**src/rtl/pfb_pkg.sv**
```systemverilog
package pfb_pkg;
  typedef enum logic [2:0] {
    SRC_ARRAY  = 3'd0,
    SRC_SIG    = 3'd1,
    SRC_PROT   = 3'd2,
    SRC_CFI    = 3'd3,
    SRC_STATUS = 3'd4
  } rd_src_e;
endpackage

```
**src/rtl/pfb_sync.sv**
```systemverilog
module pfb_sync #(
  parameter int          W       = 1,
  parameter int          STAGES  = 2,
  parameter logic [W-1:0] RST_VAL = '0
) (
  input  logic         clk_i,
  input  logic         rst_ni,
  input  logic [W-1:0] d_i,
  output logic [W-1:0] q_o
);
  logic [W-1:0] stg [STAGES];

  always_ff @(posedge clk_i or negedge rst_ni) begin
    if (!rst_ni) begin
      for (int k = 0; k < STAGES; k++) stg[k] <= RST_VAL;
    end else begin
      stg[0] <= d_i;
      for (int k = 1; k < STAGES; k++) stg[k] <= stg[k-1];
    end
  end

  assign q_o = stg[STAGES-1];
endmodule

```
**src/rtl/pfb_capture.sv**
```systemverilog
module pfb_capture #(
  parameter int ADDR_W = 23,
  parameter int DQ_W   = 16,
  parameter int NUM_CE = 3
) (
  input  logic              clk_i,
  input  logic              rst_ni,
  input  logic [NUM_CE-1:0] ce_n_i,
  input  logic              we_n_i,
  input  logic              rp_n_i,
  input  logic              wide_i,
  input  logic [ADDR_W-1:0] addr_i,
  input  logic [DQ_W-1:0]   dq_i,
  output logic              sel_o,
  output logic              cmd_valid_o,
  output logic [ADDR_W-1:0] cmd_addr_o,
  output logic [DQ_W-1:0]   cmd_data_o
);
  localparam int BYTE_W = DQ_W / 2;

  logic              sel, sel_q, we_q, wide_q, armed, we_rise, desel, end_evt;
  logic [ADDR_W-1:0] addr_q;
  logic [DQ_W-1:0]   dq_q;

  assign sel     = rp_n_i & ~(|ce_n_i);
  assign sel_o   = sel;
  assign we_rise = we_n_i & ~we_q;
  assign desel   = sel_q & ~sel;
  // first of strobe rise or deselect closes the write cycle
  assign end_evt = armed & rp_n_i & (we_rise | desel);

  always_ff @(posedge clk_i or negedge rst_ni) begin
    if (!rst_ni) begin
      sel_q  <= 1'b0;
      we_q   <= 1'b1;
      wide_q <= 1'b1;
      addr_q <= '0;
      dq_q   <= '0;
      armed  <= 1'b0;
    end else begin
      sel_q  <= sel;
      we_q   <= we_n_i;
      wide_q <= wide_i;
      addr_q <= addr_i;
      dq_q   <= dq_i;
      if (!rp_n_i || end_evt) armed <= 1'b0;
      else if (sel && !we_n_i) armed <= 1'b1;
    end
  end

  always_ff @(posedge clk_i or negedge rst_ni) begin
    if (!rst_ni) begin
      cmd_valid_o <= 1'b0;
      cmd_addr_o  <= '0;
      cmd_data_o  <= '0;
    end else begin
      cmd_valid_o <= end_evt;
      if (end_evt) begin
        cmd_addr_o <= wide_q ? {addr_q[ADDR_W-1:1], 1'b0} : addr_q;
        cmd_data_o <= wide_q ? dq_q : {{(DQ_W-BYTE_W){1'b0}}, dq_q[BYTE_W-1:0]};
      end
    end
  end

  a_r4_single_pulse: assert property (@(posedge clk_i) disable iff (!rst_ni)
    cmd_valid_o |=> !cmd_valid_o);
  a_r11_no_capture_in_reset: assert property (@(posedge clk_i) disable iff (!rst_ni)
    !rp_n_i |=> !cmd_valid_o);
  a_r3_no_capture_unselected: assert property (@(posedge clk_i) disable iff (!rst_ni)
    (!sel_q && !sel) |=> !cmd_valid_o);
endmodule

```
**src/rtl/pfb_read_out.sv**
```systemverilog
module pfb_read_out
  import pfb_pkg::*;
#(
  parameter int DQ_W = 16
) (
  input  logic            clk_i,
  input  logic            rst_ni,
  input  logic            sel_i,
  input  logic            oe_n_i,
  input  logic            rp_n_i,
  input  logic            wide_i,
  input  logic            a0_i,
  input  logic [2:0]      rd_sel_i,
  input  logic [DQ_W-1:0] arr_data_i,
  input  logic [DQ_W-1:0] sig_data_i,
  input  logic [DQ_W-1:0] prot_data_i,
  input  logic [DQ_W-1:0] cfi_data_i,
  input  logic [DQ_W-1:0] stat_data_i,
  input  logic            busy_i,
  output logic [DQ_W-1:0] dq_o,
  output logic [DQ_W-1:0] dq_oe_o
);
  localparam int BYTE_W   = DQ_W / 2;
  localparam int NUM_LANE = 2;

  logic [DQ_W-1:0]     word, dq_d, oe_d;
  logic [BYTE_W-1:0]   lane_lo, lane_hi;
  logic [NUM_LANE-1:0] lane_en;
  logic                drive;

  always_comb begin
    unique case (rd_src_e'(rd_sel_i))
      SRC_SIG:    word = sig_data_i;
      SRC_PROT:   word = prot_data_i;
      SRC_CFI:    word = cfi_data_i;
      SRC_STATUS: word = stat_data_i;
      default:    word = arr_data_i;
    endcase
  end

  always_comb begin
    lane_lo = (!wide_i && a0_i) ? word[DQ_W-1:BYTE_W] : word[BYTE_W-1:0];
    if (busy_i) lane_lo[7] = 1'b0;
    lane_hi = wide_i ? word[DQ_W-1:BYTE_W] : '0;
  end

  assign drive = sel_i & ~oe_n_i & rp_n_i;

  for (genvar g = 0; g < NUM_LANE; g++) begin : g_lane
    assign lane_en[g] = drive & ((g == 0) | wide_i);
    assign oe_d[g*BYTE_W +: BYTE_W] = {BYTE_W{lane_en[g]}};
  end

  assign dq_d = drive ? {lane_hi, lane_lo} : '0;

  always_ff @(posedge clk_i or negedge rst_ni) begin
    if (!rst_ni) begin
      dq_o    <= '0;
      dq_oe_o <= '0;
    end else begin
      dq_o    <= dq_d;
      dq_oe_o <= oe_d;
    end
  end

  a_r5_hiz_when_idle: assert property (@(posedge clk_i) disable iff (!rst_ni)
    !(sel_i && !oe_n_i) |=> (dq_oe_o == '0 && dq_o == '0));
  a_r8_upper_hiz_byte: assert property (@(posedge clk_i) disable iff (!rst_ni)
    !wide_i |=> (dq_oe_o[DQ_W-1:BYTE_W] == '0));
  a_r7_busy_bit7: assert property (@(posedge clk_i) disable iff (!rst_ni)
    busy_i |=> !dq_o[7]);
  a_r11_reset_hiz: assert property (@(posedge clk_i) disable iff (!rst_ni)
    !rp_n_i |=> (dq_oe_o == '0));
endmodule

```
**src/rtl/pflash_bus_fe.sv**
```systemverilog
module pflash_bus_fe #(
  parameter int ADDR_W      = 23,
  parameter int DQ_W        = 16,
  parameter int NUM_CE      = 3,
  parameter int SYNC_STAGES = 2
) (
  input  logic              clk_i,
  input  logic              rst_ni,
  input  logic [NUM_CE-1:0] ce_n_i,
  input  logic              oe_n_i,
  input  logic              we_n_i,
  input  logic              rp_n_i,
  input  logic              wide_i,
  input  logic [ADDR_W-1:0] addr_i,
  input  logic [DQ_W-1:0]   dq_i,
  output logic [DQ_W-1:0]   dq_o,
  output logic [DQ_W-1:0]   dq_oe_o,
  input  logic [2:0]        rd_sel_i,
  input  logic [DQ_W-1:0]   arr_data_i,
  input  logic [DQ_W-1:0]   sig_data_i,
  input  logic [DQ_W-1:0]   prot_data_i,
  input  logic [DQ_W-1:0]   cfi_data_i,
  input  logic [DQ_W-1:0]   stat_data_i,
  input  logic              pec_busy_i,
  output logic [ADDR_W-2:0] rd_addr_o,
  output logic              cmd_valid_o,
  output logic [ADDR_W-1:0] cmd_addr_o,
  output logic [DQ_W-1:0]   cmd_data_o
);
  localparam int PIN_W = NUM_CE + 4 + ADDR_W + DQ_W;
  localparam logic [PIN_W-1:0] PIN_RST =
    {{NUM_CE{1'b1}}, 1'b1, 1'b1, 1'b0, 1'b1, {ADDR_W{1'b0}}, {DQ_W{1'b0}}};

  logic [PIN_W-1:0]  pin_raw, pin_s;
  logic [NUM_CE-1:0] ce_s;
  logic              oe_s, we_s, rp_s, wide_s, sel;
  logic [ADDR_W-1:0] addr_s;
  logic [DQ_W-1:0]   dq_s;

  assign pin_raw = {ce_n_i, oe_n_i, we_n_i, rp_n_i, wide_i, addr_i, dq_i};

  pfb_sync #(.W(PIN_W), .STAGES(SYNC_STAGES), .RST_VAL(PIN_RST)) u_sync (
    .clk_i, .rst_ni, .d_i(pin_raw), .q_o(pin_s)
  );

  assign {ce_s, oe_s, we_s, rp_s, wide_s, addr_s, dq_s} = pin_s;
  assign rd_addr_o = addr_s[ADDR_W-1:1];

  pfb_capture #(.ADDR_W(ADDR_W), .DQ_W(DQ_W), .NUM_CE(NUM_CE)) u_cap (
    .clk_i, .rst_ni,
    .ce_n_i(ce_s), .we_n_i(we_s), .rp_n_i(rp_s), .wide_i(wide_s),
    .addr_i(addr_s), .dq_i(dq_s),
    .sel_o(sel), .cmd_valid_o, .cmd_addr_o, .cmd_data_o
  );

  pfb_read_out #(.DQ_W(DQ_W)) u_rd (
    .clk_i, .rst_ni,
    .sel_i(sel), .oe_n_i(oe_s), .rp_n_i(rp_s), .wide_i(wide_s), .a0_i(addr_s[0]),
    .rd_sel_i, .arr_data_i, .sig_data_i, .prot_data_i, .cfi_data_i, .stat_data_i,
    .busy_i(pec_busy_i), .dq_o, .dq_oe_o
  );
endmodule

```
**config.mk**
```make
export PLATFORM = sky130hd
export DESIGN_NAME = pflash_bus_fe
export DESIGN_NICKNAME = d
export VERILOG_FILES = /design/src/rtl/pfb_pkg.sv /design/src/rtl/pfb_sync.sv /design/src/rtl/pfb_capture.sv /design/src/rtl/pfb_read_out.sv /design/src/rtl/pflash_bus_fe.sv
export SDC_FILE = /design/constraint.sdc
export NUM_CORES = 1
export LEC_CHECK = 0
export BUFFER_PORTS_ARGS = -buffer_cell sky130_fd_sc_hd__buf_4
export CAP_MARGIN = 20
export CORE_AREA = 2 2 102 177
export CTS_BUF_LIST = sky130_fd_sc_hd__clkbuf_16
export DETAILED_ROUTE_END_ITERATION = 10
export DIE_AREA = 0 0 104 179
export GPL_TIMING_DRIVEN = 1
export HOLD_SLACK_MARGIN = 0.08
export PLACE_DENSITY_LB_ADDON = 0.2
export SLEW_MARGIN = 15
export SYNTH_ARGS = -nofsm -noshare
export SYNTH_HDL_FRONTEND = slang
export SYNTH_SLANG_ARGS = --single-unit
export TNS_END_PERCENT = 10
```
**constraint.sdc**
```tcl
create_clock -name clk_i -period 2.5 [get_ports clk_i]
set_input_delay 0.125 -clock clk_i [delete_from_list [all_inputs] [get_ports clk_i]]
set_output_delay 0.125 -clock clk_i [all_outputs]
set_load 0.01 [all_outputs]
```
==> results of run 1 <==
## stage by stage
stage / setup slack, ns / cells / area (µm²)
2_1_floorplan: 0.6880 / 427 / 6744
5_1_grt: 0.4471 / 917 / 9535
4_1_cts: 0.4918 / 917 / 9535
3_3_place_gp: 0.5388 / 836 / 8443
3_5_place_dp: 0.5032 / 836 / 8443
6_report: 0.5033 / 917 / 9535
## logic make-up (layout without fill, tap and decap cells)
family	Yosys count	in the layout	synth area share [%]
flops	193	193	71.87
mux	53	53	11.34
simple gates	67	67	5.047
buf+inv	60	319	5.789
compound gates	54	54	5.956
## final cells by class
class,count,area (µm²),share of cell area (%)
Clock buffer,19,475.5,4.986
Inverter,6,22.52,0.2362
Clock inverter,13,126.4,1.325
Multi-Input combinational cell,174,1511,15.85
Timing Repair Buffer,281,2263,23.74
Tap cell,231,289.0,3.031
Sequential cell,193,4847,50.83
## worst reg2reg max path: cells and delay by family (launching register included)
family / cells / cell delay (ns)
simple gates: 2 / 0.62
mux: 1 / 0.39
buf+inv: 1 / 0.31
compound gates: 1 / 0.21
flops: 1 / 0.37
## flip-flops by register name, indices dropped and copies added (netlist names)
register / flops
u_cap.cmd_data_o: 16
u_sync.q_o: 46
u_cap.armed: 1
u_rd.dq_oe_o: 2
u_cap.sel_q: 1
u_cap.cmd_valid_o: 1
u_cap.wide_q: 1
u_cap.addr_q: 23
u_cap.we_q: 1
u_cap.cmd_addr_o: 23
u_rd.dq_o: 16
u_sync.stg: 46
u_cap.dq_q: 16
## metal layers
layer | share of wire [%] | global-route usage (%) | routed length [µm] | vias up
met3 | 6.6 | 3.999 | 935 | 22
li1 | - | - | - | 1935
met5 | 0 | 0 | 0 | -
met1 | 34 | 16.50 | 4853 | 2032
met2 | 56 | 28.92 | 7907 | 195
met4 | 3.4 | 9.459 | 480 | 0
## power by group
| group | internal [mW] | total [mW] | switching [mW] |
|---|---|---|---|
| Combinational | 0.380 | 0.646 | 0.266 |
| Clock | 1.51 | 2.66 | 1.16 |
| Sequential | 3.28 | 3.35 | 0.0643 |
## worst min path at each step
stage	slack, ns	endpoint	depth (start not counted)	start
3_3_place_gp	0.20	u_cap.cmd_addr_o[10]$_DFFE_PN0P_	1	rst_ni
5_1_grt	0.12	u_rd.dq_o[2]$_DFF_PN0_	4	stat_data_i[2]
4_1_cts	0.08	u_rd.dq_o[0]$_DFF_PN0_	4	stat_data_i[0]
6_report	0.11	u_rd.dq_o[2]$_DFF_PN0_	4	stat_data_i[2]
2_1_floorplan	-0.17	u_cap.addr_q[0]$_DFF_PN0_	0	rst_ni
3_5_place_dp	0.21	u_cap.addr_q[10]$_DFF_PN0_	1	rst_ni
## layout by cell type, fill, tap and decap left out, drive strengths merged, types with 6 or more instances in the layout
cell type,count
nor2,19
clkbuf,20
a211oi,8
dlygate4sd3,49
mux4,7
inv,10
a221o,8
mux2i,16
o21ai,17
o32ai,7
dfstp,14
and3,8
dfrtp,179
buf,231
mux2,30
nand2,21
clkinv,6
nor2b,10
o31ai,8
==> impl_results.md, run 1 <==
- Outcome: finished clean
- GP Congestion: approximately 0.84
- N_diodes: 0
- Area contributors post-synth: dfrtp_1, mux2_4, dfstp_2
- Total GRT Usage: between 15 and 20%
- Ys Warns: 0
- Synth top area share: roughly two thirds
- Post-Synthesis Cells: roughly 430
- Sequential area share after synthesis: 71.87%
- Cell family with the largest share of critical-path delay: simple AND/OR/NAND/NOR gates
- Initial antenna violation count: 0
- VDD IR max: about 0.44 mV
- Avg Inst Size Synth: about 16 µm²
- CTS Buffer Depth: 2
- DR WL/cell: ~15 µm
- Slowest cell on crit path: or4b_4
- CTS tree: yes
- Final worst path period need: roughly 2.0 ns
- Leak pwr: 4.608 nW
- Min Hold Slack: around 0.11 ns
- Post-Route WL: between 10,000 and 15,000 µm
- Tot Pwr: roughly 6.7 mW
- Clk sinks: between 150 and 200
- Drt pass-1 iters: 4
- Hold_buf cts: 49
- Terminus of the critical flop-to-flop path: u_cap.cmd_data_o[2]$_DFFE_PN0P_
- Reg2reg setup slack: between 0.5 and 0.6 ns
- Total of max-cap violations: 0
- Fmax: around 500 MHz
- Grt ovf: 0
- CP Launch Point: u_sync.q_o[45]$_DFF_PN1_
- RSZ-0062 raised after global routing: no
- Starting Density: between 30% and 40%
- WP data arrival: around 2.3 ns
- Measured slew at the worst slew-check pin: 0.6394 ns
- Largest net degree at the start of global routing: 82
- Core area: roughly 0.017 mm²
- Clock Pin Slew Worst Setup and Hold Paths: 0.07 ns
- Cell taking the most area after synthesis: dfrtp_1
- Clock Skew: between 0.007 and 0.008 ns
- CP max stage delay: between 0.5 and 0.6 ns
- CP Class: register to register
- Worst r2r src: u_sync.q_o[45]$_DFF_PN1_
- Via count: between 4,000 and 5,000
- Post-synth EDFFs: 0
- Synth Flop Type: dfrtp_1
- CP Cell Sequence: or4b_4, a21oi_4, nor2_4, buf_4, mux2_4
- Final Hold Violating Endpoints: 0
- PwrDens: 698.0 mW/mm²
- Max-slew violation count: 0
- Row cnt: 64
- Final net count: between 800 and 900
- Die area: roughly 0.019 mm²
- Antenna-violating nets left: 0
- IO Count: roughly 230
- Slew headroom: 57.37%
- Synth Register Bits: between 150 and 200
- Crit path capture: u_cap.cmd_data_o[2]$_DFFE_PN0P_
- Port buffer count: 225
- Clk Latency, worst-skew pair: approximately 0.42 ns
- Post-synth top cells: dfrtp_1, buf_4, mux2_4
- Initial DRC Count: 150
- Synth cell types: 35
- Share of layout cells above drive strength 1: a little under half
- CP startpoint kind: register
- First-pass GRT wire length: about 23,000 µm
- DP Wirelength: a little over 10,000 µm
- Worst Path Buf+Inv: 1
- Mean number of vias per cell: between 4 and 5
- TritonCTS Buffers: 17
- Cell area after synthesis: 0.006744 mm²
- Ys async rst share: 100.0%
- FILL cells: roughly 1,400
- Vias in the first global route: approximately 4,500
- Final setup viols: 0
- Die width: around 100 µm
- Clock root cell: clkbuf_16
- Die Ht: around 180 µm
- Worst min-delay path class: input pin to register
- CP Max Fanout: 31
- H-tree Lvls: 4
- Data required, critical path: around 2.8 ns
- Top-count cell post-synth: dfrtp_1
- Postcts setup bufs: 0
- Tcrit/Tclk final: about 80%
- Setup tns final: 0 ns
- R2r worst-path depth: 5
- Stages on worst setup path: 5
- Post-CTS sizing: 0
- Syn Nets: about 560
- P&R area growth vs syn: 41.39%
- Crit. End Element: register
- DRC errors left: 0
- Layout Utilization: 55.13%
Power figures use the tool's default switching activity.
==> inputs of run 2 (changes only) <==
- ABC_AREA: unset -> 1
- CORE_AREA: 2 2 102 177 -> 2 2 101 177
- DIE_AREA: 0 0 104 179 -> 0 0 103 179
- clock period: 2.5 -> 1.7 ns (I/O delays scaled with it)
==> run 2 against run 1 <==
Net effect: critical path depth increased by 2; maximum frequency increased by 32%; sequential power increased by 48%; count of clock-buffer cells in the layout decreased by 2; power increased by 46%; critical path type unchanged.
==> impl_results.md, run 2 <==
- Crit. End Element: register
- Worst min-delay path class: input pin to register
- Final WS setup: 0.1827 ns (-0.3206 ns)
- Commonest non-fill, non-tap cell in the layout: buf_4
- Slew headroom: 69.01% (+12 points)
- Row cnt: 64 (unchanged)
- Starting Density: 39.23% (+0.24 points)
- Outcome: finished clean
- Tot Pwr: 9.718 mW (+46%)
- Synth top area share: 66.63% (+0.21 points)
- Clock root cell: clkbuf_16
- Largest net degree at the start of global routing: 55 (-33%)
- CP Class: register to register
- Reg2reg setup slack: 0.18 ns (-0.32 ns)
- Top-count cell post-synth: dfrtp_1
- Synth Flop Type: dfrtp_1
- Max-slew violation count: 0 (unchanged)
- CP Max Fanout: 31 (unchanged)
- DRC errors left: 0 (unchanged)
- CP startpoint kind: register
- Measured slew at the worst slew-check pin: 0.4648 ns (-0.1746 ns)
- Grt ovf: 0 (unchanged)
- Post-synth EDFFs: 0 (unchanged)
- Syn Nets: 710 (+27%)
- Power Internal: 7.460 mW (+44%)
- Cell area after synthesis: 0.006723 mm² (-0.32%)
- VDD IR max: 0.6766 mV (+54%)
- Sw frac: 23.24% (+0.91 points)
- Avg Inst Size Synth: 11.63 µm² (-26%)
- WP data arrival: 1.87 ns (-0.44 ns)
- P&R area growth vs syn: 43.72%
- Fmax: 659.0 MHz (+32%)
- Leak pwr: 4.932 nW (+7.0%)
- Flop pwr share: 51.1% (+0.8 points)
- First-pass GRT wire length: 24,160 µm (+6.4%)
- Post-place setup slack: 0.1919 ns (-0.3113 ns)
- CTS tree: yes
- Die area: 0.01844 mm² (-0.96%)
- Setup tns final: 0 ns (unchanged)
- Antenna-violating nets left: 0 (unchanged)
- H-tree Lvls: 4 (unchanged)
- Comb power frac: 11.0% (+1.3 points)
- Final setup viols: 0 (unchanged)
- Clock power share: 37.9% (-2.1 points)
- Initial DRC Count: 202 (+35%)
- Area contributors post-synth: dfrtp_1, nand2_1, dfstp_2
- Post-Synthesis Cells: 578 (+35%)
- DR WL/cell: 14.61 µm (-5.5%)
- Clk sinks: 193 (unchanged)
- PwrDens: 1006 mW/mm² (+44%)
- DP Wirelength: 11,950 µm (+17%)
- CTS Buffer Depth: 2 (unchanged)
- Data required, critical path: 2.05 ns (-0.76 ns)
- Ys async rst share: 100.0% (unchanged)
- DP Area: 0.008506 mm² (+0.74%)
- Vias in the first global route: 4,996 (+11%)
- Post-synth top cells: dfrtp_1, nand2_1, nand3_1
- Synth cell types: 20 (-43%)
- Postcts setup bufs: 0 (unchanged)
- Final worst path period need: 1.517 ns (-0.4794 ns)
- Via count: 4,896 (+17%)
- Die width: 103 µm (-0.96%)
- Die Ht: 179 µm (unchanged)
- Initial antenna violation count: 0 (unchanged)
- Total of max-cap violations: 0 (unchanged)
- Core area: 0.01714 mm² (-0.93%)
- Clock Skew: 0.01323 ns (+0.005865 ns)
- Cell taking the most area after synthesis: dfrtp_1
- Ys Warns: 0 (unchanged)
- GP Congestion: 0.9071 (+8.3%)
- Total GRT Usage: 17.57% (+1.7 points)
- Tcrit/Tclk final: 89.26% (+9.4 points)
- Most frequent cells in the layout: buf_4, dfrtp_1, nand2_1
- Drt pass-1 iters: 4 (unchanged)
- Clk Latency, worst-skew pair: 0.42 ns (about the same)
- Final net count: 972 (+21%)
- Sequential area share after synthesis: 72.10% (+0.23 points)
- RSZ-0062 raised after global routing: no
- Share of layout cells above drive strength 1: 36.03% (-10 points)
- Synth Register Bits: 193 (unchanged)
- IO Count: 226 (unchanged)
- Clock Pin Slew Worst Setup and Hold Paths: 0.07 ns (about the same)
- Port buffer count: 225 (unchanged)
- Psw: 2.258 mW (+52%)
- Mean number of vias per cell: 4.521 (-0.92%)
- Final Hold Violating Endpoints: 0 (unchanged)
- N_diodes: 0 (unchanged)
- Post-Route WL: 15,820 µm (+12%)
- Design Area, Final: 0.009662 mm² (+1.3%)
- TritonCTS Buffers: 17 (unchanged)
==> run 2: cell count changes after synthesis, sizes merged, moves of 9 or more <==
cell	previous run	this run
mux2i	16	0
inv	6	20
nor2	19	28
nand2	21	163
nand3	1	46
nor2b	10	0
mux2	30	0
nand4	0	34
==> run 2: cell families after synthesis <==
family                 Yosys count  synth area share (%)
AND/OR/NAND/NOR                275                 18.07
buffers and inverters           81                 7.240
AO/OA/AOI/OAI                   29                 2.587
flip-flops                     193                 72.10
==> run 2: final cells by class <==
class | instances | area [µm²]
fillers | 1536 | 7475
flip-flops and latches | 193 | 4847
repair buffers | 304 | 2501
multi-input cells | 304 | 1394
clock buffers | 17 | 425.4
well taps | 231 | 289.0
clock inverters | 14 | 130.1
inverters | 20 | 75.07
==> run 2: routing by layer <==
layer / GRT usage [%] / up-vias / share of wire, %
met2: 33.06 / 202 / 56
met1: 16.94 / 2320 / 34
met4: 8.224 / 0 / 3.5
met3: 5.146 / 26 / 6.6
li1: - / 2348 / -
met5: 0 / - / 0
==> run 2: power by group through the flow <==
stage	combinational (mW)	clock (mW)	sequential [mW]
5_1_grt	1.18	4.02	4.99
4_1_cts	1.08	3.83	4.97
3_3_place_gp	0.943	0	5.05
6_report	1.07	3.69	4.96
2_1_floorplan	0.334	0	5.06
3_5_place_dp	0.956	0	5.06
==> run 2: worst max-delay path, stage by stage (launching register included) <==
cell and delay, ns:
dfstp_2 0.54, inv_1 0.03, o21ai_0 0.26, nand3_2 0.15, inv_1 0.12, buf_12 0.18
nand2_1 0.08, nand2_1 0.06
==> run 2: timing repair <==
action,4_1_cts,5_1_grt
gates resized for setup,0,0
endpoints found under the setup margin,0,1
endpoints found under the hold margin,241,0
hold buffers,60,0
==> run 2: metrics by stage <==
step	util, %	hold WS [ns]	cells
global route	56.38	0.1171	1083
finish	56.38	0.1026	1083
detailed placement	49.63	0.08877	992
floorplan	-	-0.2106	578
global placement	49.63	0.08206	992
CTS	56.38	0.08289	1083
==> run 2: path summary, 6_finish.rpt <==
| check | end | depth (start not counted) | from |
|---|---|---|---|
| worst max-delay path | u_cap.cmd_addr_o[4]$_DFFE_PN0P_ | 7 | u_sync.q_o[41]$_DFF_PN1_ |
| worst min-delay path | u_rd.dq_o[6]$_DFF_PN0_ | 5 | sig_data_i[14] |
| worst max register to register | u_cap.cmd_addr_o[4]$_DFFE_PN0P_ | 7 | u_sync.q_o[41]$_DFF_PN1_ |
| worst min register to register | u_cap.dq_q[10]$_DFF_PN0_ | 0 | u_sync.q_o[10]$_DFF_PN0_ |
| max in group asynchronous | u_sync.stg[87]$_DFF_PN1_ | 3 | rst_ni |
| min in group asynchronous | u_sync.q_o[16]$_DFF_PN0_ | 2 | rst_ni |
==> inputs of run 3 (changes only) <==
- CORE_AREA: 2 2 101 177 -> 2 2 104 182
- DIE_AREA: 0 0 103 179 -> 0 0 106 184
- SKIP_LAST_GASP: unset -> 1
- SYNTH_HIERARCHICAL: unset -> 1
==> run 3 against run 2 <==
Net effect: clock skew shrank 0.0040 ns; sequential share of layout area down 0.97 points; combinational power is 12% higher; count of clock-buffer cells in the layout unchanged; power increased by 7.6%; maximum frequency increased by 0.27%; worst hold slack worse by 0.0016 ns; final cell count grew 1.9%; via count up 4.0%; register-to-register slack is essentially flat; wire length is 7.4% higher; die area rose by 5.8%; critical endpoint is now u_cap/cmd_addr_o[6]$_DFFE_PN0P_; largest cell class unchanged.
==> impl_results.md, run 3 <==
- Worst r2r src: u_sync/q_o[41]$_DFF_PN1_
- GP Congestion: 0.9362 (+3.2%)
- Die width: 106 µm (+2.9%)
- CP Class: register to register
- Starting Density: 39.46% (+0.23 points)
- Hold Path Depth: 5 (unchanged)
- Initial DRC Count: 222 (+9.9%)
- Total of max-cap violations: 0 (unchanged)
- Row cnt: 65 (+1.6%)
- Outcome: finished clean
- Clk sinks: 193 (unchanged)
- R2r worst-path depth: 6 (-1)
- XOR/XNOR share of the synthesized area: 0% (unchanged)
- Total GRT Usage: 18.14% (+0.57 points)
- Grt ovf: 0 (unchanged)
- Post-CTS sizing: 0 (unchanged)
- Worst hold endpoint: u_rd/dq_o[6]$_DFF_PN0_
- N_diodes: 0 (unchanged)
- PwrDens: 1061 mW/mm² (+5.5%)
- Crit. End Element: register
- Simple-gate portion of the synthesized area: 19.25% (+1.2 points)
- Leak pwr: 5.110 nW (+3.6%)
- Post-synth top cells: dfrtp_1, nand2_1, nand3_1
- Synth top area share: 63.15% (-3.5 points)
- Final worst path period need: 1.513 ns (-0.004149 ns)
- CTS Buffer Depth: 2 (unchanged)
- First-pass GRT wire length: 26,840 µm (+11%)
- Tcrit/Tclk final: 89.01% (-0.24 points)
- Final net count: 989 (+1.7%)
- Port buffer count: 225 (unchanged)
- Mux contribution to synthesized area: 0.1411% (+0.14 points)
- Measured slew at the worst slew-check pin: 0.5159 ns (+0.05107 ns)
- Share of layout cells above drive strength 1: 35.17% (-0.86 points)
- Drt pass-1 iters: 4 (unchanged)
- Top-count cell post-synth: dfrtp_1
- Post-Synthesis Cells: 627 (+8.5%)
- Clock root cell: clkbuf_16
- Cell area after synthesis: 0.007093 mm² (+5.5%)
- Via count: 5,090 (+4.0%)
- Tot Pwr: 10.46 mW (+7.6%)
- CTS tree: yes
- IO Count: 226 (unchanged)
- Area contributors post-synth: dfrtp_1, nand2_1, buf_4
- Ys async rst share: 100.0% (unchanged)
- Post-synth EDFFs: 0 (unchanged)
- Min-delay src: stat_data_i[14]
- Avg Inst Size Synth: 11.31 µm² (-2.7%)
- Largest net degree at the start of global routing: 55 (unchanged)
- DR WL/cell: 15.40 µm (+5.4%)
- DRC errors left: 0 (unchanged)
- Worst min-delay path class: input pin to register
- VDD IR max: 0.6639 mV (-1.9%)
- Die area: 0.01950 mm² (+5.8%)
- Die Ht: 184 µm (+2.8%)
- CP startpoint kind: register
- Synth cell types: 23 (+15%)
- Data required, critical path: 2.01 ns (-0.04 ns)
- Clk Latency, worst-skew pair: 0.42 ns (about the same)
- Complex-gate fraction of the synthesized area: 1.605% (-0.98 points)
- Synth Register Bits: 193 (unchanged)
- Sequential area share after synthesis: 68.34% (-3.8 points)
- Clock Pin Slew Worst Setup and Hold Paths: 0.07 ns (about the same)
- Mean number of vias per cell: 4.611 (+2.0%)
- CP Max Fanout: 40 (+29%)
- Ys Warns: 6 (+6)
- Post-Route WL: 17,000 µm (+7.4%)
- P&R area growth vs syn: 38.91%
- Slowest cell on crit path: dfstp_2
- Slew headroom: 65.57% (-3.4 points)
- Max-slew violation count: 0 (unchanged)
- Worst Path Buf+Inv: 1 (-2)
- CP max stage delay: 0.53 ns (about the same)
- Final Hold Violating Endpoints: 0 (unchanged)
- Commonest non-fill, non-tap cell in the layout: buf_4
- Cell taking the most area after synthesis: dfrtp_1
- Setup tns final: 0 ns (unchanged)
- Core area: 0.01797 mm² (+4.9%)
- Cell family with the largest share of critical-path delay: simple AND/OR/NAND/NOR gates
- H-tree Lvls: 4 (unchanged)
- Synth Flop Type: dfrtp_1
- Antenna-violating nets left: 0 (unchanged)
- Vias in the first global route: 5,375 (+7.6%)
- Reg2reg setup slack: 0.19 ns (about the same)
- TritonCTS Buffers: 17 (unchanged)
- Fmax: 660.9 MHz (+0.27%)
- Clock Skew: 0.009244 ns (-0.003983 ns)
- Syn Nets: 759 (+6.9%)
- CP Cell Sequence: inv_1, or2_1, nand2_4, nand2_4, nand2_1, nand2_1
- RSZ-0062 raised after global routing: no
- Initial antenna violation count: 0 (unchanged)
- WP data arrival: 1.82 ns (-0.05 ns)
- Terminus of the critical flop-to-flop path: u_cap/cmd_addr_o[6]$_DFFE_PN0P_
- Final setup viols: 0 (unchanged)
- Min Hold Slack: 0.1010 ns (-0.001628 ns)
- Main combinational cell family by area after synthesis: simple AND/OR/NAND/NOR gates
- Most frequent cells in the layout: buf_4, dfrtp_1, nand2_1
- DP Wirelength: 12,790 µm (+7.1%)
- Synthesized-area fraction occupied by adder cells: 0% (unchanged)
-- run 3: timing repair --
action,CTS,global route
endpoints found under the hold margin,236,0
buffers inserted,0,0
hold buffers,59,0
-- run 3: how the worst max path moves through the flow --
| stage | cells past startpoint | from | slack, ns | endpoint |
|---|---|---|---|---|
| after floorplan | 10 | u_sync/q_o[44]$_DFF_PN1_ | 0.27 | u_rd/dq_o[10]$_DFF_PN0_ |
| after global placement | 6 | rd_sel_i[0] | 0.17 | u_rd/dq_o[4]$_DFF_PN0_ |
| after detailed placement | 6 | rd_sel_i[0] | 0.14 | u_rd/dq_o[12]$_DFF_PN0_ |
| after CTS | 10 | u_sync/q_o[40]$_DFF_PN0_ | 0.16 | u_rd/dq_o[12]$_DFF_PN0_ |
| after global routing | 6 | u_sync/q_o[41]$_DFF_PN1_ | 0.06 | u_cap/cmd_addr_o[13]$_DFFE_PN0P_ |
| final | 6 | u_sync/q_o[41]$_DFF_PN1_ | 0.19 | u_cap/cmd_addr_o[6]$_DFFE_PN0P_ |
-- run 3: worst reg2reg max path, delay by kind of cell (launching register included) --
family | cells | cell delay (ns)
buf+inv | 1 | 0.04
flops | 1 | 0.53
simple gates | 5 | 0.82
-- run 3: layout make-up --
cell class,instances,area [µm²]
fill,1546,8120
inverter,29,108.9
sequential,193,4847
clock buffer,17,425.4
multi-input combinational,316,1489
tap,234,292.8
timing repair buffer,300,2469
clock inverter,15,221.5
-- run 3: stage by stage --
| stage | utilization [%] | instance area (µm²) | instances | setup WS [ns] |
|---|---|---|---|---|
| floorplan | - | 7093 | 627 | 0.2746 |
| global placement | 47.94 | 8616 | 1013 | 0.1734 |
| detailed placement | 47.94 | 8616 | 1013 | 0.1368 |
| CTS | 54.82 | 9853 | 1104 | 0.1568 |
| global route | 54.82 | 9853 | 1104 | 0.06166 |
| finish | 54.82 | 9853 | 1104 | 0.1868 |
-- run 3: metal layers --
| metal | global-route usage [%] | up-vias | wire length (µm) |
|---|---|---|---|
| met3 | 5.814 | 43 | 1305 |
| li1 | - | 2418 | - |
| met5 | 0 | - | 0 |
| met2 | 32.93 | 222 | 9196 |
| met1 | 17.55 | 2407 | 5665 |
| met4 | 11.21 | 0 | 832 |
-- run 3: kinds of logic after synthesis --
family          Yosys count
compound gates           17
buf+inv                 118
flops                   193
mux                       1
simple gates            298
-- run 3: where the power goes --
part,switching (mW),total (mW),leakage [nW],internal (mW)
registers,0.137,5.02,2.35,4.89
clock network,1.73,4.23,0.315,2.51
logic,0.578,1.20,2.44,0.622
